--- config.mk ---
export PLATFORM = sky130hd
export DESIGN_NAME = stc_pulse_gen
export DESIGN_NICKNAME = d
export VERILOG_FILES = /design/src/rtl/stc_pkg.sv /design/src/rtl/stc_tap_chain.sv /design/src/rtl/stc_strobe_logic.sv /design/src/rtl/stc_pulse_gen.sv
export SDC_FILE = /design/constraint.sdc
export NUM_CORES = 1
export LEC_CHECK = 0
export CORE_AREA = 2 2 39 41
export CTS_CLUSTER_SIZE = 10
export DETAILED_ROUTE_END_ITERATION = 16
export DIE_AREA = 0 0 41 43
export PLACE_DENSITY_LB_ADDON = 0.05
export SYNTH_ARGS = -nofsm -noshare
export SYNTH_HDL_FRONTEND = slang
export SYNTH_SLANG_ARGS = --single-unit
--- constraint.sdc ---
create_clock -name clk -period 1.05 [get_ports clk]
set_input_delay 0.21 -clock clk [delete_from_list [all_inputs] [get_ports clk]]
set_output_delay 0.21 -clock clk [all_outputs]
set_load 0.01 [all_outputs]
--- src/rtl/stc_pkg.sv ---
package stc_pkg;

    localparam int NUM_TAPS = 5;
    localparam int KEEPOUT  = 2;

    typedef logic [NUM_TAPS-1:0] tap_vec_t;

    // next odd integer at or above v
    function automatic int odd_ceil(input int v);
        return (v % 2 == 0) ? v + 1 : v;
    endfunction

    // stage position of tap idx from the two stage budgets
    function automatic int tap_pos(input int idx, input int prech, input int settle);
        int p2;
        int p3;
        int p4;
        p2 = odd_ceil(KEEPOUT + prech);
        p3 = p2 + 2;
        p4 = odd_ceil(p3 + settle);
        case (idx)
            0:       return KEEPOUT;
            1:       return p2 - 1;
            2:       return p2;
            3:       return p3;
            default: return p4;
        endcase
    endfunction

endpackage

--- src/rtl/stc_tap_chain.sv ---
module stc_tap_chain
    import stc_pkg::*;
#(
    parameter int PRECH_STAGES  = 3,
    parameter int SETTLE_STAGES = 2
) (
    input  logic     clk,
    input  logic     rst_n,
    input  logic     chain_in,
    output tap_vec_t taps
);

    localparam int DEPTH = tap_pos(NUM_TAPS - 1, PRECH_STAGES, SETTLE_STAGES);

    typedef struct packed {
        logic [DEPTH-1:0] line;
    } chain_t;

    chain_t st_d;
    chain_t st_q;

    always_comb begin
        st_d      = st_q;
        st_d.line = {st_q.line[DEPTH-2:0], chain_in};
    end

    always_ff @(posedge clk or negedge rst_n) begin
        if (!rst_n) begin
            st_q <= '0;
        end else begin
            st_q <= st_d;
        end
    end

    // each tap reads line cell P-1 and inverts when P is odd
    for (genvar n = 0; n < NUM_TAPS; n++) begin : g_tap
        localparam int P = tap_pos(n, PRECH_STAGES, SETTLE_STAGES);
        localparam logic INV = (P % 2 == 1);
        assign taps[n] = st_q.line[P-1] ^ INV;
    end

endmodule

--- src/rtl/stc_strobe_logic.sv ---
module stc_strobe_logic
    import stc_pkg::*;
#(
    parameter bit RW_PORT = 1'b1
) (
    input  tap_vec_t taps,
    input  logic     gclk,
    input  logic     gclk_n,
    input  logic     cs,
    input  logic     we,
    output logic     pchg_n,
    output logic     wl_en,
    output logic     sa_en,
    output logic     wr_en
);

    logic win0;
    logic win1;
    logic win2;
    logic sense_qual;
    logic write_qual;

    always_comb begin
        win0 = ~(taps[0] & taps[2]);
        win1 = ~(gclk & taps[3]);
        win2 = ~(taps[1] & taps[4]);
    end

    if (RW_PORT) begin : g_rw
        assign sense_qual = ~we;
        assign write_qual = we;
    end else begin : g_single
        assign sense_qual = cs;
        assign write_qual = cs;
    end

    always_comb begin
        pchg_n = win0;
        wl_en  = cs & win1;
        sa_en  = win2 & gclk_n & sense_qual;
        wr_en  = write_qual & win1 & ~win2;
    end

endmodule

--- src/rtl/stc_pulse_gen.sv ---
module stc_pulse_gen
    import stc_pkg::*;
#(
    parameter int PRECH_STAGES  = 3,
    parameter int SETTLE_STAGES = 2,
    parameter bit RW_PORT       = 1'b1
) (
    input  logic clk,
    input  logic rst_n,
    input  logic gclk,
    input  logic gclk_n,
    input  logic cs,
    input  logic we,
    output logic pchg_n,
    output logic wl_en,
    output logic sa_en,
    output logic wr_en
);

    tap_vec_t taps;

    stc_tap_chain #(
        .PRECH_STAGES (PRECH_STAGES),
        .SETTLE_STAGES(SETTLE_STAGES)
    ) u_chain (
        .clk     (clk),
        .rst_n   (rst_n),
        .chain_in(gclk),
        .taps    (taps)
    );

    stc_strobe_logic #(
        .RW_PORT(RW_PORT)
    ) u_strobe (
        .taps  (taps),
        .gclk  (gclk),
        .gclk_n(gclk_n),
        .cs    (cs),
        .we    (we),
        .pchg_n(pchg_n),
        .wl_en (wl_en),
        .sa_en (sa_en),
        .wr_en (wr_en)
    );

endmodule

==> impl_metrics.ini, run 1 <==
[critical_path]
crit_chain = nand2b_4, and3_4, buf_6
crit_arrival_ps = 1060
crit_type = flip-flop to primary output
r2r_slack_ps = 200
crit_family = flip-flops
end_kind = primary output
worstSetupStartpointType = flip-flop
rr_startpoint = u_chain.st_q[4]$_DFF_PN0_
crit_path_start = u_chain.st_q[6]$_DFF_PN0_
path_buf_inv = 1
crit_slowest_cell = dfrtp_1
timing.rr.end = u_chain.st_q[5]$_DFF_PN0_
cp-endpoint = wr_en
cp.depth = 3
reg2reg_depth = 3
crit_path_max_incr_delay_ps = 380
cp_max_fo = 2
critPathRequiredTime_ps = 840

[global_route]
grt_pass1_wl_um = 807
antenna_found_initial = 0
grt_use_total_pct = 7.86
grt_max_degree = 10
gr-total-overflow = 0
grt_pass1_vias = 186

[timing]
setup_viol = 4
relSlewSlack_pct = 73.8
clock_skew_ps = 3.38
timing.setup.tns_ps = -675
finalHoldViolCount = 0
tightest_slew_ps = 392
max_freq_mhz = 788
rsz0062_at_grt = true
period_share_pct = 121
finalCriticalPeriod_ps = 1270
slew_violations = 0
worst_slack_ps = -219

[cells_and_area]
flow.area_growth_from_synthesis_pct = 67.9
largest_reg_flops = 9
largest-register = u_chain.st_q
n_antenna_cell = 0
postLayoutCoreUtil_pct = 33.5
reg_top3 = u_chain.st_q: 9 flops
final_nets = 39
final_cell_count_no_fill = 48
drive_gt1_share_pct = 56.3

[run_status]
violations = negative setup slack
status = complete, but fails checks

[detailed_routing]
wire_per_inst_um = 10.3
drc = 0
drt_iter0_drc = 0
via_per_inst = 3.63
vias = 174
drt_wl_total_um = 492
dr.pass1.iters = 1
drtAntennaViolNets = 0

[synthesis]
syn_area_per_cell_sq_um = 18.4
yosys_warnings = 0
ys_seq_elements = 9
synth.net_count = 21
yosysUniqueCellTypes = 6
syn-cell-area_sq_um = 277
syn_inst = 15
yosysSeqAreaShare_pct = 81.4

[clocking]
cts_num_sinks = 9
worstSkewPairLatency_ps = 260
htree_num_levels = 1
hold_buffers = 0
cts_root_buf = clkbuf_4
clkTransAtPathRegs_ps = 60
cts_buffer_depth = 2
cts_tree = done
cts-buffers-inserted = 3

[pwr]
total_power_mw = 0.707
p_leak_nw = 0.222
powerDensity_mw_per_mm2 = 1520
max-vdd-ir-drop_mv = 0.595

[floorplan]
start_util_pct = 20.0
rows = 14
core_sq_mm = 0.00138
ios = 10
die-area_sq_mm = 0.00176
die_height_um = 43
die_w_um = 41

[placement]
placed_cells = 42
gp_congestion = 0.593
portBuffers = 9

[worst_hold_path]
hp-class = primary input to async pin

[flow_run]
max_cap_violations = 0
==> metrics by stage <==
| stage | hold WS, ps | worst slack [ps] | area, sq um |
|---|---|---|---|
| after detailed placement | 335 | -605 | 402 |
| after CTS | 240 | -240 | 434 |
| after global routing | 264 | -276 | 464 |
| after global placement | 334 | -594 | 402 |
| final | 241 | -219 | 464 |
| after floorplan | -85.6 | 151 | 277 |
==> layout by cell type, fill, tap and decap left out <==
master           count
nor2b_4              1
and3_4               1
clkinv_2             1
nor3b_2              1
dlygate4sd2_1        1
clkdlybuf4s50_1      4
dfrtp_1              9
buf_6                3
clkbuf_4             3
buf_2                1
and2_4               1
buf_4                4
nand2b_4             2
==> final cells by class <==
cell class	count	area, sq um
clock inverter	1	5.00
clock buffer	3	22.5
timing repair buffer	13	118
multi-input combinational	6	73.8
fill	150	920
sequential	9	225
tap	16	20.0
==> metal layers <==
metal  track usage (%)  wire, um  vias up
li1                  -         -       81
met1              9.15       189       89
met2              9.06       272        4
met3              6.28        30        0
met4              6.00         0        0
met5                 0         0        -
==> cells in the mapped netlist (all sizes together) <==
master,instances,area share (%)
dfrtp,9,81
nand2b,2,4.5
and2,1,2.3
and3,1,2.3
nor2b,1,5.0
nor3b,1,4.5
==> worst min path at each step <==
stage / depth (start not counted) / to
6_report: 1 / u_chain.st_q[8]$_DFF_PN0_
5_1_grt: 1 / u_chain.st_q[8]$_DFF_PN0_
4_1_cts: 1 / u_chain.st_q[8]$_DFF_PN0_
3_5_place_dp: 0 / u_chain.st_q[8]$_DFF_PN0_
3_3_place_gp: 0 / u_chain.st_q[3]$_DFF_PN0_
2_1_floorplan: 0 / u_chain.st_q[0]$_DFF_PN0_
==> report_power, final <==
part	switching, mW	internal [mW]
registers	0.00847	0.364
clock network	0.117	0.140
logic	0.0255	0.0516
total	0.151	0.556
==> logic make-up after synthesis <==
kind of cell,synth area share [%]
flip-flops,81.4
AND/OR/NAND/NOR,18.6
==> repair_timing <==
action | in CTS | in global routing
pin swaps | 1 | 0
buffers inserted | 1 | 1
endpoints found under the setup margin | 4 | 4
gates resized for setup | 20 | 4
Power figures use the tool's default switching activity.
==> run 2: changes to the inputs <==
--- a/config.mk
+++ b/config.mk
@@ -9,7 +9,7 @@
 export CTS_CLUSTER_SIZE = 10
 export DETAILED_ROUTE_END_ITERATION = 16
 export DIE_AREA = 0 0 41 43
-export PLACE_DENSITY_LB_ADDON = 0.05
+export PLACE_DENSITY = 0.45
 export SYNTH_ARGS = -nofsm -noshare
 export SYNTH_HDL_FRONTEND = slang
 export SYNTH_SLANG_ARGS = --single-unit
==> impl_metrics.ini, run 2 (same netlist as run 1, synthesis figures left out) <==
[run_status]
status = complete, but fails checks
violations = negative setup slack

[timing]
finalHoldViolCount = 0
tightest_slew_ps = 387
rsz0062_at_grt = true
period_share_pct = 120
clock_skew_ps = 2.76
finalCriticalPeriod_ps = 1260
timing.setup.tns_ps = -641
whs_ps = 241
setup_viol = 4
slew_violations = 0
relSlewSlack_pct = 74.1
max_freq_mhz = 792
worst_slack_ps = -213

[detailed_routing]
drtAntennaViolNets = 0
drc = 0
wire_per_inst_um = 9.46
vias = 170
dr.pass1.iters = 2
drt_wl_total_um = 454
drt_iter0_drc = 3
via_per_inst = 3.54

[placement]
portBuffers = 9
gp_congestion = 0.606
hpwl_um = 326
placed_cells = 42

[pwr]
internal-power_mw = 0.562
combPwrFrac_pct = 10.8
max-vdd-ir-drop_mv = 0.546
power.share.sequential_pct = 53.2
p_leak_nw = 0.219
clkPwrFrac_pct = 36.1
powerDensity_mw_per_mm2 = 1520
p_sw_mw = 0.141
total_power_mw = 0.703
switching_share_pct = 20.1

[floorplan]
start_util_pct = 20.0
rows = 14
die_height_um = 43
die_w_um = 41
ios = 10
core_sq_mm = 0.00138
die-area_sq_mm = 0.00176

[critical_path]
crit_type = flip-flop to primary output
rr_startpoint = u_chain.st_q[4]$_DFF_PN0_
critPathRequiredTime_ps = 840
crit_arrival_ps = 1050
cp_max_fo = 2
worstSetupStartpointType = flip-flop
end_kind = primary output
crit_path_start = u_chain.st_q[6]$_DFF_PN0_

[clocking]
cts_tree = done
cts-buffers-inserted = 3
cts_buffer_depth = 2
cts_root_buf = clkbuf_4
clkTransAtPathRegs_ps = 60
cts_num_sinks = 9
worstSkewPairLatency_ps = 250
htree_num_levels = 1

[global_route]
grt_pass1_vias = 170
grt_pass1_wl_um = 745
gr-total-overflow = 0
grt_max_degree = 10
antenna_found_initial = 0
grt_use_total_pct = 7.43

[cells_and_area]
reg_top3 = u_chain.st_q: 9 flops
final_common_cell = dfrtp_1
final_cell_mix = 9 x dfrtp_1, 4 x clkdlybuf4s50_1, 4 x buf_4
final_nets = 39
final_cell_count_no_fill = 48
largest-register = u_chain.st_q
flow.area_growth_from_synthesis_pct = 67.4
largest_reg_flops = 9
drive_gt1_share_pct = 53.1
n_antenna_cell = 0

[worst_hold_path]
hp-class = primary input to async pin

[flow_run]
max_cap_violations = 0
-- run 2: power groups by stage --
stage	clock network, mW	registers (mW)	logic [mW]
after detailed placement	0	0.379	0.0633
after floorplan	0	0.376	0.0165
after global routing	0.299	0.375	0.0819
final	0.254	0.374	0.0757
after CTS	0.271	0.374	0.0688
after global placement	0	0.378	0.0629
-- run 2: worst paths after layout --
path | endpoint | slack (ps) | depth (start not counted)
worst max-delay path | wr_en | -210 | 3
worst min-delay path | u_chain.st_q[4]$_DFF_PN0_ | 240 | 1
worst max register to register | u_chain.st_q[5]$_DFF_PN0_ | 310 | 2
worst min register to register | u_chain.st_q[8]$_DFF_PN0_ | 340 | 0
max in group asynchronous | u_chain.st_q[0]$_DFF_PN0_ | 530 | 1
min in group clk | u_chain.st_q[0]$_DFF_PN0_ | 270 | 1
-- run 2: stage by stage --
stage	setup slack [ps]	util [%]	area (sq um)
3_3_place_gp	-568	29.0	402
5_1_grt	-277	33.5	463
2_1_floorplan	151	-	277
6_report	-213	33.5	463
4_1_cts	-231	32.3	447
3_5_place_dp	-572	29.0	402
-- run 2: timing repair --
item | 4_1_cts | 5_1_grt
gates resized for setup | 22 | 2
hold buffers | 0 | 0
pin swaps | 2 | 0
endpoints found under the setup margin | 4 | 4
buffers inserted | 1 | 1
-- run 2: final cells by class --
cell class / instances / area [sq um]
Timing Repair Buffer: 13 / 118
Multi-Input combinational cell: 6 / 73.8
Clock buffer: 4 / 26.3
Tap cell: 16 / 20.0
Sequential cell: 9 / 225
Fill cell: 145 / 921
-- run 2: routing by layer --
metal	global-route usage (%)	share of wire, %	vias up
met5	0	0	-
met4	6.00	1.3	0
met3	7.85	7.3	2
met2	7.50	49	5
met1	8.42	42	80
li1	-	-	83
-- run 2: worst max-delay path, stage by stage, from the launching register on --
cell and delay, ps:
dfrtp_1 380, nand2b_4 140, and3_4 170, buf_6 110
==> run 3: changes to the inputs <==
--- a/config.mk
+++ b/config.mk
@@ -5,11 +5,13 @@
 export SDC_FILE = /design/constraint.sdc
 export NUM_CORES = 1
 export LEC_CHECK = 0
+export CELL_PAD_IN_SITES_DETAIL_PLACEMENT = 0
+export CELL_PAD_IN_SITES_GLOBAL_PLACEMENT = 1
 export CORE_AREA = 2 2 39 41
 export CTS_CLUSTER_SIZE = 10
 export DETAILED_ROUTE_END_ITERATION = 16
 export DIE_AREA = 0 0 41 43
-export PLACE_DENSITY = 0.45
+export PLACE_DENSITY = 0.53
 export SYNTH_ARGS = -nofsm -noshare
 export SYNTH_HDL_FRONTEND = slang
 export SYNTH_SLANG_ARGS = --single-unit
==> impl_metrics.ini, run 3 (same netlist as run 1, synthesis figures left out) <==
[critical_path]
worstSetupStartpointType = flip-flop
crit_type = flip-flop to primary output
r2r_slack_ps = 320
end_kind = primary output
reg2reg_depth = 2
critPathRequiredTime_ps = 840
crit_arrival_ps = 1060
cp_max_fo = 2
rr_startpoint = u_chain.st_q[3]$_DFF_PN0_
timing.rr.end = u_chain.st_q[4]$_DFF_PN0_

[cells_and_area]
largest_reg_flops = 9
drive_gt1_share_pct = 46.7
reg_top3 = u_chain.st_q: 9 flops
flow.area_growth_from_synthesis_pct = 57.9
final_cell_area_sq_um = 437
final_nets = 37
n_antenna_cell = 0
final_cell_mix = 9 x dfrtp_1, 4 x clkdlybuf4s50_1, 3 x clkbuf_4
final_cell_count_no_fill = 46
largest-register = u_chain.st_q
final_common_cell = dfrtp_1
postLayoutCoreUtil_pct = 31.6

[clocking]
hold_buffers = 0
clkTransAtPathRegs_ps = 60
cts-buffers-inserted = 3
cts_root_buf = clkbuf_4
cts_num_sinks = 9
cts_buffer_depth = 2
worstSkewPairLatency_ps = 260
cts_tree = done
htree_num_levels = 1

[placement]
placed_cells = 41
hpwl_um = 278
gp_congestion = 0.620
placedInstanceArea_sq_um = 394
portBuffers = 9
post-place-ws_ps = -582

[timing]
slew_violations = 0
finalHoldViolCount = 0
timing.setup.tns_ps = -659
period_share_pct = 121
finalCriticalPeriod_ps = 1270
rsz0062_at_grt = true
tightest_slew_ps = 380
clock_skew_ps = 5.16
setup_viol = 4
whs_ps = 232
relSlewSlack_pct = 74.6
worst_slack_ps = -221
max_freq_mhz = 787

[global_route]
grt_max_degree = 10
grt_pass1_wl_um = 662
gr-total-overflow = 0
grt_pass1_vias = 163
grt_use_total_pct = 6.64
antenna_found_initial = 0

[pwr]
powerDensity_mw_per_mm2 = 1610
max-vdd-ir-drop_mv = 0.762
p_leak_nw = 0.210
total_power_mw = 0.702

[floorplan]
ios = 10
start_util_pct = 20.0
core_sq_mm = 0.00138
die_height_um = 43
rows = 14
die-area_sq_mm = 0.00176
die_w_um = 41

[detailed_routing]
dr.pass1.iters = 1
via_per_inst = 3.61
wire_per_inst_um = 9.80
vias = 166
drt_iter0_drc = 0
drc = 0
drtAntennaViolNets = 0
drt_wl_total_um = 451

[run_status]
status = complete, but fails checks
violations = negative setup slack

[worst_hold_path]
hp-class = primary input to async pin

[flow_run]
max_cap_violations = 0
[run 3: cell count changes in the layout (fill, tap and decap cells not counted)]
cell and delta:
and3_1 +1, and3_4 -1, buf_2 +1, buf_4 -2, buf_6 -1
[run 3: power by group]
| group | switching (mW) | total (mW) | leakage [nW] | internal [mW] |
|---|---|---|---|---|
| registers | 0.00856 | 0.373 | 0.105 | 0.365 |
| clock network | 0.115 | 0.261 | 0.0150 | 0.146 |
| logic | 0.0228 | 0.0672 | 0.0902 | 0.0443 |
[run 3: timing repair]
item,in CTS,in global routing
setup endpoints to repair,4,4
gates resized for setup,18,4
buffers inserted,1,0
pin swaps,2,0
endpoints found under the hold margin,0,0
[run 3: worst max-delay path: stages, from the launching register on]
cell      delay [ps]
dfrtp_1          370
nand2b_4         140
and3_1           160
buf_2            130
[run 3: worst max-delay path by stage]
stage,startpoint,slack [ps],endpoint
2_1_floorplan,u_chain.st_q[3]$_DFF_PN0_,150,sa_en
3_3_place_gp,gclk,-570,wr_en
3_5_place_dp,gclk,-580,wr_en
4_1_cts,u_chain.st_q[6]$_DFF_PN0_,-230,wr_en
5_1_grt,u_chain.st_q[3]$_DFF_PN0_,-280,sa_en
6_report,u_chain.st_q[6]$_DFF_PN0_,-220,wr_en
[run 3: per-layer routing]
metal / global-route usage [%] / wire, um / share of wire [%]
met1: 7.14 / 181 / 40
met2: 6.88 / 183 / 41
met3: 5.24 / 70 / 16
met4: 8.00 / 17 / 3.8
met5: 0 / 0 / 0
[run 3: cell type report]
type	count	area, sq um
sequential	9	225
clock buffer	4	26.3
timing repair buffer	11	96.3
fill	142	947
tap	16	20.0
multi-input combinational	6	68.8
